**src/rtl/hzd_pkg.sv**
```systemverilog
// Package: shared encodings for the dual-destination forwarding unit.
// Assumes: operand select values are decoded by the ALU input muxes.
package hzd_pkg;
    typedef enum logic [1:0] {
        FWD_RF    = 2'b00,
        FWD_MEMWB = 2'b01,
        FWD_EXMEM = 2'b10
    } fwd_src_e;

    localparam int NUM_OPS = 2;
endpackage

```
**src/rtl/hzd_reg_match.sv**
```systemverilog
// Module: hzd_reg_match
// Compares one source register number against one destination slot.
// Assumes: register 0 is hard-wired and never a real producer.
module hzd_reg_match #(
    parameter int RW = 5
) (
    input  logic [RW-1:0] src,
    input  logic [RW-1:0] dst,
    input  logic          we,
    output logic          hit
);
    // Hit only for an enabled, non-zero, equal register number.
    always_comb begin
        hit = we && (src != '0) && (src == dst);
    end
endmodule

```
**src/rtl/hzd_fwd_lane.sv**
```systemverilog
// Module: hzd_fwd_lane
// Chooses the value source for one ALU operand from two pipeline
// registers, each carrying a primary and a secondary destination.
// Assumes: the execute/memory stage holds one ALU result, which is the
// secondary value of a base-update load; a load primary in that stage is
// not yet available (the stall unit prevents that case from being needed).
module hzd_fwd_lane
    import hzd_pkg::*;
#(
    parameter int RW = 5
) (
    input  logic [RW-1:0] src,
    input  logic [RW-1:0] xm_dst_p,
    input  logic          xm_we_p,
    input  logic [RW-1:0] xm_dst_s,
    input  logic          xm_we_s,
    input  logic          xm_mrd,
    input  logic [RW-1:0] mw_dst_p,
    input  logic          mw_we_p,
    input  logic [RW-1:0] mw_dst_s,
    input  logic          mw_we_s,
    output fwd_src_e      sel,
    output logic          lane
);
    logic hit_xp, hit_xs, hit_wp, hit_ws;
    logic xm_load_shadow;
    logic xm_ok;

    hzd_reg_match #(.RW(RW)) u_m_xp (.src(src), .dst(xm_dst_p), .we(xm_we_p), .hit(hit_xp));
    hzd_reg_match #(.RW(RW)) u_m_xs (.src(src), .dst(xm_dst_s), .we(xm_we_s), .hit(hit_xs));
    hzd_reg_match #(.RW(RW)) u_m_wp (.src(src), .dst(mw_dst_p), .we(mw_we_p), .hit(hit_wp));
    hzd_reg_match #(.RW(RW)) u_m_ws (.src(src), .dst(mw_dst_s), .we(mw_we_s), .hit(hit_ws));

    // Load primary overrides a same-numbered secondary in execute/memory.
    always_comb begin
        xm_load_shadow = xm_mrd && xm_we_p && (xm_dst_p == xm_dst_s);
        xm_ok = (hit_xp && !xm_mrd) || (hit_xs && !xm_load_shadow);
    end

    // Priority pick: newest stage first, then primary before secondary.
    always_comb begin
        sel  = FWD_RF;
        lane = 1'b0;
        if (xm_ok) begin
            sel = FWD_EXMEM;
        end else if (hit_wp) begin
            sel = FWD_MEMWB;
        end else if (hit_ws) begin
            sel  = FWD_MEMWB;
            lane = 1'b1;
        end
    end

    // Guard checks on the settled select outputs.
    always_comb begin

        zero_src_chk: assert (src != '0 || (sel == FWD_RF && !lane))
            else $error("zero source forwarded");

        lane_stage_chk: assert (!lane || sel == FWD_MEMWB)
            else $error("lane set without writeback select");

        no_load_early_chk: assert (!(sel == FWD_EXMEM && xm_mrd && xm_we_p && xm_dst_p == src))
            else $error("load data taken from execute/memory");
    end
endmodule

```
**src/rtl/hzd_load_stall.sv**
```systemverilog
// Module: hzd_load_stall
// Detects a load in execute whose primary result is needed by the
// instruction in decode, and requests a one-cycle stall.
// Assumes: only the primary destination of a load is late; the secondary
// (base update) comes from the ALU and is always forwardable.
module hzd_load_stall #(
    parameter int RW = 5
) (
    input  logic [RW-1:0] id_a,
    input  logic [RW-1:0] id_b,
    input  logic [RW-1:0] ie_dst,
    input  logic          ie_we,
    input  logic          ie_mrd,
    output logic          stall
);
    logic load_we;
    logic hit_a, hit_b;

    // Only a load's primary destination is a late producer.
    always_comb begin
        load_we = ie_we && ie_mrd;
    end

    hzd_reg_match #(.RW(RW)) u_s_a (.src(id_a), .dst(ie_dst), .we(load_we), .hit(hit_a));
    hzd_reg_match #(.RW(RW)) u_s_b (.src(id_b), .dst(ie_dst), .we(load_we), .hit(hit_b));

    // Stall if either decode source needs the late load word.
    always_comb begin
        stall = hit_a || hit_b;
    end

    // Guard checks on the stall output.
    always_comb begin

        stall_cause_chk: assert (!stall || (ie_mrd && ie_we))
            else $error("stall without enabled load");

        stall_zero_chk: assert (!stall || ie_dst != '0)
            else $error("stall on register zero");
    end
endmodule

```
**src/rtl/hzd_dual_fwd_unit.sv**
```systemverilog
// Module: hzd_dual_fwd_unit (top)
// Forwarding selects for both ALU operands and the load-use stall for a
// five-stage pipeline whose instructions may write two registers.
// Assumes: both destinations commit in writeback; the datapath uses the
// lane bit to pick the primary or secondary writeback value.
module hzd_dual_fwd_unit
    import hzd_pkg::*;
#(
    parameter int RW = 5
) (
    input  logic [RW-1:0] id_src_a,
    input  logic [RW-1:0] id_src_b,
    input  logic [RW-1:0] ex_src_a,
    input  logic [RW-1:0] ex_src_b,
    input  logic [RW-1:0] idex_dst_p,
    input  logic          idex_we_p,
    input  logic          idex_mrd,
    input  logic [RW-1:0] exmem_dst_p,
    input  logic          exmem_we_p,
    input  logic [RW-1:0] exmem_dst_s,
    input  logic          exmem_we_s,
    input  logic          exmem_mrd,
    input  logic [RW-1:0] memwb_dst_p,
    input  logic          memwb_we_p,
    input  logic [RW-1:0] memwb_dst_s,
    input  logic          memwb_we_s,
    output logic [1:0]    fwd_a_sel,
    output logic          fwd_a_lane,
    output logic [1:0]    fwd_b_sel,
    output logic          fwd_b_lane,
    output logic          stall_req,
    output logic          bubble_ins
);
    logic [NUM_OPS-1:0][RW-1:0] ex_src;
    fwd_src_e                   op_sel  [NUM_OPS];
    logic     [NUM_OPS-1:0]     op_lane;
    logic                       stall_w;

    // Gather execute-stage operand sources into an indexed vector.
    always_comb begin
        ex_src[0] = ex_src_a;
        ex_src[1] = ex_src_b;
    end

    // one identical lane per ALU operand.
    for (genvar g = 0; g < NUM_OPS; g++) begin : g_op
        hzd_fwd_lane #(.RW(RW)) u_lane (
            .src      (ex_src[g]),
            .xm_dst_p (exmem_dst_p),
            .xm_we_p  (exmem_we_p),
            .xm_dst_s (exmem_dst_s),
            .xm_we_s  (exmem_we_s),
            .xm_mrd   (exmem_mrd),
            .mw_dst_p (memwb_dst_p),
            .mw_we_p  (memwb_we_p),
            .mw_dst_s (memwb_dst_s),
            .mw_we_s  (memwb_we_s),
            .sel      (op_sel[g]),
            .lane     (op_lane[g])
        );
    end

    hzd_load_stall #(.RW(RW)) u_stall (
        .id_a   (id_src_a),
        .id_b   (id_src_b),
        .ie_dst (idex_dst_p),
        .ie_we  (idex_we_p),
        .ie_mrd (idex_mrd),
        .stall  (stall_w)
    );

    // Drive the output ports from the lane and stall results.
    always_comb begin
        fwd_a_sel  = op_sel[0];
        fwd_a_lane = op_lane[0];
        fwd_b_sel  = op_sel[1];
        fwd_b_lane = op_lane[1];
        stall_req  = stall_w;
        bubble_ins = stall_w;
    end
endmodule

```
**config.mk**
```make
export PLATFORM = sky130hd
export DESIGN_NAME = hzd_dual_fwd_unit
export DESIGN_NICKNAME = d
export VERILOG_FILES = /design/src/rtl/hzd_pkg.sv /design/src/rtl/hzd_reg_match.sv /design/src/rtl/hzd_fwd_lane.sv /design/src/rtl/hzd_load_stall.sv /design/src/rtl/hzd_dual_fwd_unit.sv
export SDC_FILE = /design/constraint.sdc
export NUM_CORES = 1
export LEC_CHECK = 0
export ABC_CLOCK_PERIOD_IN_PS = 1100
export BUFFER_PORTS_ARGS = -buffer_cell sky130_fd_sc_hd__buf_2
export CORE_ASPECT_RATIO = 1.4
export CORE_MARGIN = 5
export CORE_UTILIZATION = 41
export DETAILED_ROUTE_END_ITERATION = 10
export MAX_ROUTING_LAYER = met4
export PLACE_DENSITY = 0.82
export SLEW_MARGIN = 20
export SYNTH_ARGS = -nofsm -noshare
export SYNTH_HDL_FRONTEND = slang
export SYNTH_SLANG_ARGS = --single-unit
```
**constraint.sdc**
```tcl
create_clock -name vclk -period 1.1
set_input_delay 0 -clock vclk [all_inputs]
set_output_delay 0 -clock vclk [all_outputs]
set_load 0.05 [all_outputs]
```
==> impl_metrics.env, run 1 <==
export IMPL_wl_per_cell_um=15.6
export IMPL_slew_viol_final=0
export IMPL_worstMarginPinSlew_ps=334
export IMPL_nClkBuffers=0
export IMPL_preCtsSetupSlack_ps=-330
export IMPL_p_per_area_nw_per_um2=390
export IMPL_grt_start_max_net_pins=6
export IMPL_finalHoldViolCount=0
export IMPL_rows=20
export IMPL_syn_area_per_cell_um2=7.81
export IMPL_antenna_left=0
export IMPL_gp_congestion=0.931
export IMPL_cp_start_kind="input port"
export IMPL_crit_arrival_ps=1320
export IMPL_synth_most_common_cell="xnor2_1"
export IMPL_layout_nets=254
export IMPL_slowest_stage="nor4_4"
export IMPL_max_stage_delay_ps=380
export IMPL_initial_utilization_pct=42.4
export IMPL_leakage_uw=0.000719
export IMPL_grt_pass1_vias=1250
export IMPL_cp_endpoint="fwd_a_sel[0]"
export IMPL_syn_cell_area_um2=913
export IMPL_rsz0062_at_grt="true"
export IMPL_drt_pass1_iterations=4
export IMPL_peakVddDrop_v=0.000242
export IMPL_synth_commonest_cells="xnor2_1 (40), xor2_1 (13), nand4_1 (8)"
export IMPL_post_route_min_period_ps=1320
export IMPL_netlist_instances=117
export IMPL_cp_num_buf_inv=3
export IMPL_wl_um=3460
export IMPL_yosysSeqAreaShare_pct=0
export IMPL_antenna_found_initial=0
export IMPL_syn_num_nets=169
export IMPL_violations="setup timing"
export IMPL_viasPerCell=5.34
export IMPL_die_w_um=49.9
export IMPL_ys_types=30
export IMPL_worst_setup_path_type="in -> out"
export IMPL_finalSetupViolations=6
export IMPL_area_growth_pct=89.0
export IMPL_yosys_warnings=0
export IMPL_hold_worst_slack_ps=467
export IMPL_status="finished, violations left"
export IMPL_cp_top_family="buffers and inverters"
export IMPL_synth_top_area_share_pct=38.4
export IMPL_slew_headroom_pct=77.6
export IMPL_finalNonFillerCells=222
export IMPL_final_seq_area_um2=0
export IMPL_die_area_um2=3290
export IMPL_startpoint="exmem_dst_s[0]"
export IMPL_drive_gt1_share_pct=62.0
export IMPL_core_area_um2=2150
export IMPL_hpwl_um=2770
export IMPL_path_depth=7
export IMPL_max_cap_violations=0
export IMPL_dpl_cell_count=217
export IMPL_fillers=136
export IMPL_cp_max_fo=3
export IMPL_period_share_pct=120
export IMPL_nFlopsAndLatches=0
export IMPL_io_buffers=60
export IMPL_die_y_um=65.8
export IMPL_grtUsageTotal_pct=19.7
export IMPL_yosysTopAreaCell="xnor2_1"
export IMPL_ctsHoldBuffers=0
export IMPL_postLayoutCellArea_um2=1730
export IMPL_n_antenna_cell=0
export IMPL_max_freq_ghz=0.756
export IMPL_drc_errors=0
export IMPL_postPlaceCellArea_um2=1420
export IMPL_hp_class="in -> out"
export IMPL_grt_pass1_wl_um=5210
export IMPL_critPathCaptureType="output port"
export IMPL_ios=60
export IMPL_path_cells="buf_12 > xor2_4 > nor4_4 > a2111oi_4 > buf_4 > a211oi_4 > buf_6"
export IMPL_synthTopCellsByArea="xnor2_1 (38%), xor2_1 (12%), nand4_1 (5.5%), buf_4 (4.1%), nor3_1 (3.8%)"
export IMPL_setup_slack_ps=-223
export IMPL_worstPathRequired_ps=1100
export IMPL_num_vias=1186
export IMPL_grt_ovfl_total=0
export IMPL_dr_first_iter_drc_count=14
worst min-delay path by stage:
stage                         from    endpoint  slack, ps  cells past startpoint
after floorplan           idex_mrd  bubble_ins        240                      2
after global placement    idex_mrd  bubble_ins        480                      4
after detailed placement  idex_mrd   stall_req        490                      4
after CTS                 idex_mrd   stall_req        470                      4
after global routing      idex_mrd   stall_req        480                      4
final                     idex_mrd   stall_req        470                      4
report_power, final:
group / switching (uW) / internal (uW)
clock network: 0 / 0
logic: 310 / 363
registers: 0 / 0
total: 310 / 363
metal layers:
metal / share of wire, % / vias to the layer above / global-route usage [%]
met1: 31 / 546 / 17.1
met4: 4.0 / 0 / 4.92
met2: 57 / 58 / 41.6
met3: 8.4 / 12 / 3.16
li1: - / 570 / -
met5: 0 / - / -
through the flow:
step	power, uW	TNS [ps]	utilization, %
floorplan	319	-1320	-
global placement	529	-1360	65.9
detailed placement	551	-1760	65.9
CTS	626	-1020	75.6
global route	717	-1550	80.2
finish	673	-1100	80.2
tightest hold or removal path: stages:
cell and delay (ps):
buf_2 100, nand3_1 100, o22ai_4 70, buf_4 190
logic make-up after synthesis:
kind of cell	share of synthesized area (%)
buffers and inverters	11.5
xor gates and xnor gates	50.8
and+or+nand+nor	28.2
AOI/OAI and AO/OA	9.45
final cells by class:
type	count	area, um2	area share [%]
multi-input combinational	104	997	57.8
tap	22	27.5	1.59
timing repair buffer	96	702	40.7
cells in the final DEF (no fill, tap or decap), types with 2 or more instances in the layout:
master     synthesis  routed
nand3_1            2       2
nand2_1            7       7
buf_4              5      33
xnor2_2            0       5
xor2_1            13      10
nor3_1             7       5
xor2_2             0       2
or4_4              1       2
a211oi_4           0       2
buf_6              2      15
buf_2              5      44
buf_8              0       3
xnor2_1           40      35
and2_1             4       3
nor4_2             0       2
nor3_4             0       2
nand4_1            8       8
o2111ai_2          0       2
repair_timing:
action                                  4_1_cts  5_1_grt
endpoints found under the setup margin        8        8
setup buffers                                 1        4
pin swaps                                     9        8
resized for setup                            44       17
No activity file was read; power rests on OpenSTA's default activity.
==> run 2, diff against run 1 <==
Settings changed: BUFFER_PORTS_ARGS -buffer_cell sky130_fd_sc_hd__buf_2 to unset, CORE_ASPECT_RATIO 1.4 to unset, CORE_UTILIZATION 41 to 60, DONT_BUFFER_PORTS set to 1, PLACE_DENSITY 0.82 to 0.79.
==> run 2 against run 1 <==
The run still ends with setup timing left. Clock-buffer cell count unchanged. Non-clock buffer count shrank 85. Hold slack lost 140 ps. Critical endpoint is now fwd_b_lane.
==> impl_metrics.env, run 2 (synthesis gave the netlist of run 1 again) <==
export IMPL_num_vias=812
export IMPL_n_antenna_cell=0
export IMPL_slew_headroom_pct=69.5
export IMPL_gp_congestion=0.780
export IMPL_drc_errors=0
export IMPL_nFlopsAndLatches=0
export IMPL_die_area_um2=2400
export IMPL_hold_path_endpoint="bubble_ins"
export IMPL_ctsHoldBuffers=0
export IMPL_setup_slack_ps=-110
export IMPL_period_share_pct=110
export IMPL_drive_gt1_share_pct=26.1
export IMPL_dpl_cell_count=130
export IMPL_final_util_pct=75.2
export IMPL_worst_setup_path_type="in -> out"
export IMPL_ios=60
export IMPL_grt_ovfl_total=0
export IMPL_grt_pass1_wl_um=4180
export IMPL_initial_utilization_pct=62.1
export IMPL_finalSetupTns_ps=-367
export IMPL_antenna_left=0
export IMPL_antenna_found_initial=0
export IMPL_nClkBuffers=0
export IMPL_final_cell_mix="xnor2_1 (40), xor2_1 (11), nand4_1 (8)"
export IMPL_grt_pass1_vias=971
export IMPL_viasPerCell=6.20
export IMPL_leakage_uw=0.000305
export IMPL_worstHoldStart="idex_mrd"
export IMPL_layout_commonest_cell="xnor2_1"
export IMPL_slew_viol_final=0
export IMPL_core_area_um2=1470
export IMPL_cp_max_fo=5
export IMPL_finalNonFillerCells=131
export IMPL_wl_per_cell_um=19.4
export IMPL_layout_nets=169
export IMPL_final_seq_area_um2=0
export IMPL_drt_pass1_iterations=4
export IMPL_peakVddDrop_v=0.000201
export IMPL_post_route_min_period_ps=1210
export IMPL_max_freq_ghz=0.826
export IMPL_status="finished, violations left"
export IMPL_finalHoldViolCount=0
export IMPL_hp_class="in -> out"
export IMPL_p_per_area_nw_per_um2=315
export IMPL_dr_first_iter_drc_count=10
export IMPL_postPlaceCellArea_um2=1040
export IMPL_rsz0062_at_grt="true"
export IMPL_critPathCaptureType="output port"
export IMPL_worstMarginPinSlew_ps=458
export IMPL_wl_um=2540
export IMPL_grtUsageTotal_pct=21.6
export IMPL_worstPathRequired_ps=1100
export IMPL_area_growth_pct=21.1
export IMPL_hold_depth=3
export IMPL_crit_arrival_ps=1210
export IMPL_die_y_um=49.0
export IMPL_hpwl_um=2220
export IMPL_grt_start_max_net_pins=6
export IMPL_hold_worst_slack_ps=331
export IMPL_rows=14
export IMPL_cp_start_kind="input port"
export IMPL_finalSetupViolations=6
export IMPL_die_w_um=49.0
export IMPL_violations="setup timing"
export IMPL_io_buffers=0
export IMPL_postLayoutCellArea_um2=1110
export IMPL_max_cap_violations=0
==> run 2: changes by cell type in the layout (fill, tap and decap cells not counted), moves of 2 or more <==
cell / delta
xnor2_1: +5
o2111ai_2: -2
buf_12: +6
buf_2: -44
xnor2_2: -5
buf_4: -29
o2111ai_1: +2
buf_8: -3
buf_6: -15
==> run 2: area by class of cell <==
class,count,area [um2]
Timing Repair Buffer,11,170
Tap cell,16,20.0
Fill cell,112,365
Multi-Input combinational cell,104,916
==> run 2: repair_timing <==
| action | CTS | global route |
|---|---|---|
| setup endpoints to repair | 6 | 6 |
| gates resized for setup | 5 | 4 |
| setup buffers | 0 | 1 |
| pin swaps | 1 | 4 |
==> run 2: worst max-delay path by stage <==
stage | startpoint | endpoint | slack [ps] | cells after the start
2_1_floorplan | ex_src_b[1] | fwd_b_lane | -290 | 5
3_3_place_gp | exmem_dst_p[1] | fwd_a_sel[1] | -230 | 5
3_5_place_dp | exmem_dst_p[1] | fwd_a_sel[1] | -260 | 5
4_1_cts | ex_src_b[1] | fwd_b_sel[0] | -110 | 5
5_1_grt | ex_src_b[1] | fwd_b_lane | -150 | 5
6_report | ex_src_b[1] | fwd_b_lane | -110 | 5
==> run 2: per-layer routing <==
metal / wire, um / share of wire (%) / GRT usage [%] / vias to the layer above
li1: - / - / - / 393
met4: 76 / 3.0 / 8.52 / 0
met5: 0 / 0 / - / -
met3: 268 / 11 / 6.73 / 8
met1: 805 / 32 / 18.9 / 368
met2: 1390 / 55 / 41.7 / 43
==> run 2: worst max-delay path, stage by stage <==
cell      delay, ps
or4_4           540
nor2_4          160
a21oi_2          90
a211oi_4        260
buf_12          170
==> run 2: power breakdown <==
group / leakage (uW) / switching (uW) / total, uW / internal (uW)
clock: 0 / 0 / 0 / 0
combinational: 0.000305 / 151 / 348 / 197
sequential: 0 / 0 / 0 / 0
==> run 2: stage by stage <==
stage,total power (uW),setup slack [ps]
finish,348,-110
detailed placement,325,-261
global placement,311,-233
CTS,339,-111
floorplan,319,-289
global route,374,-146
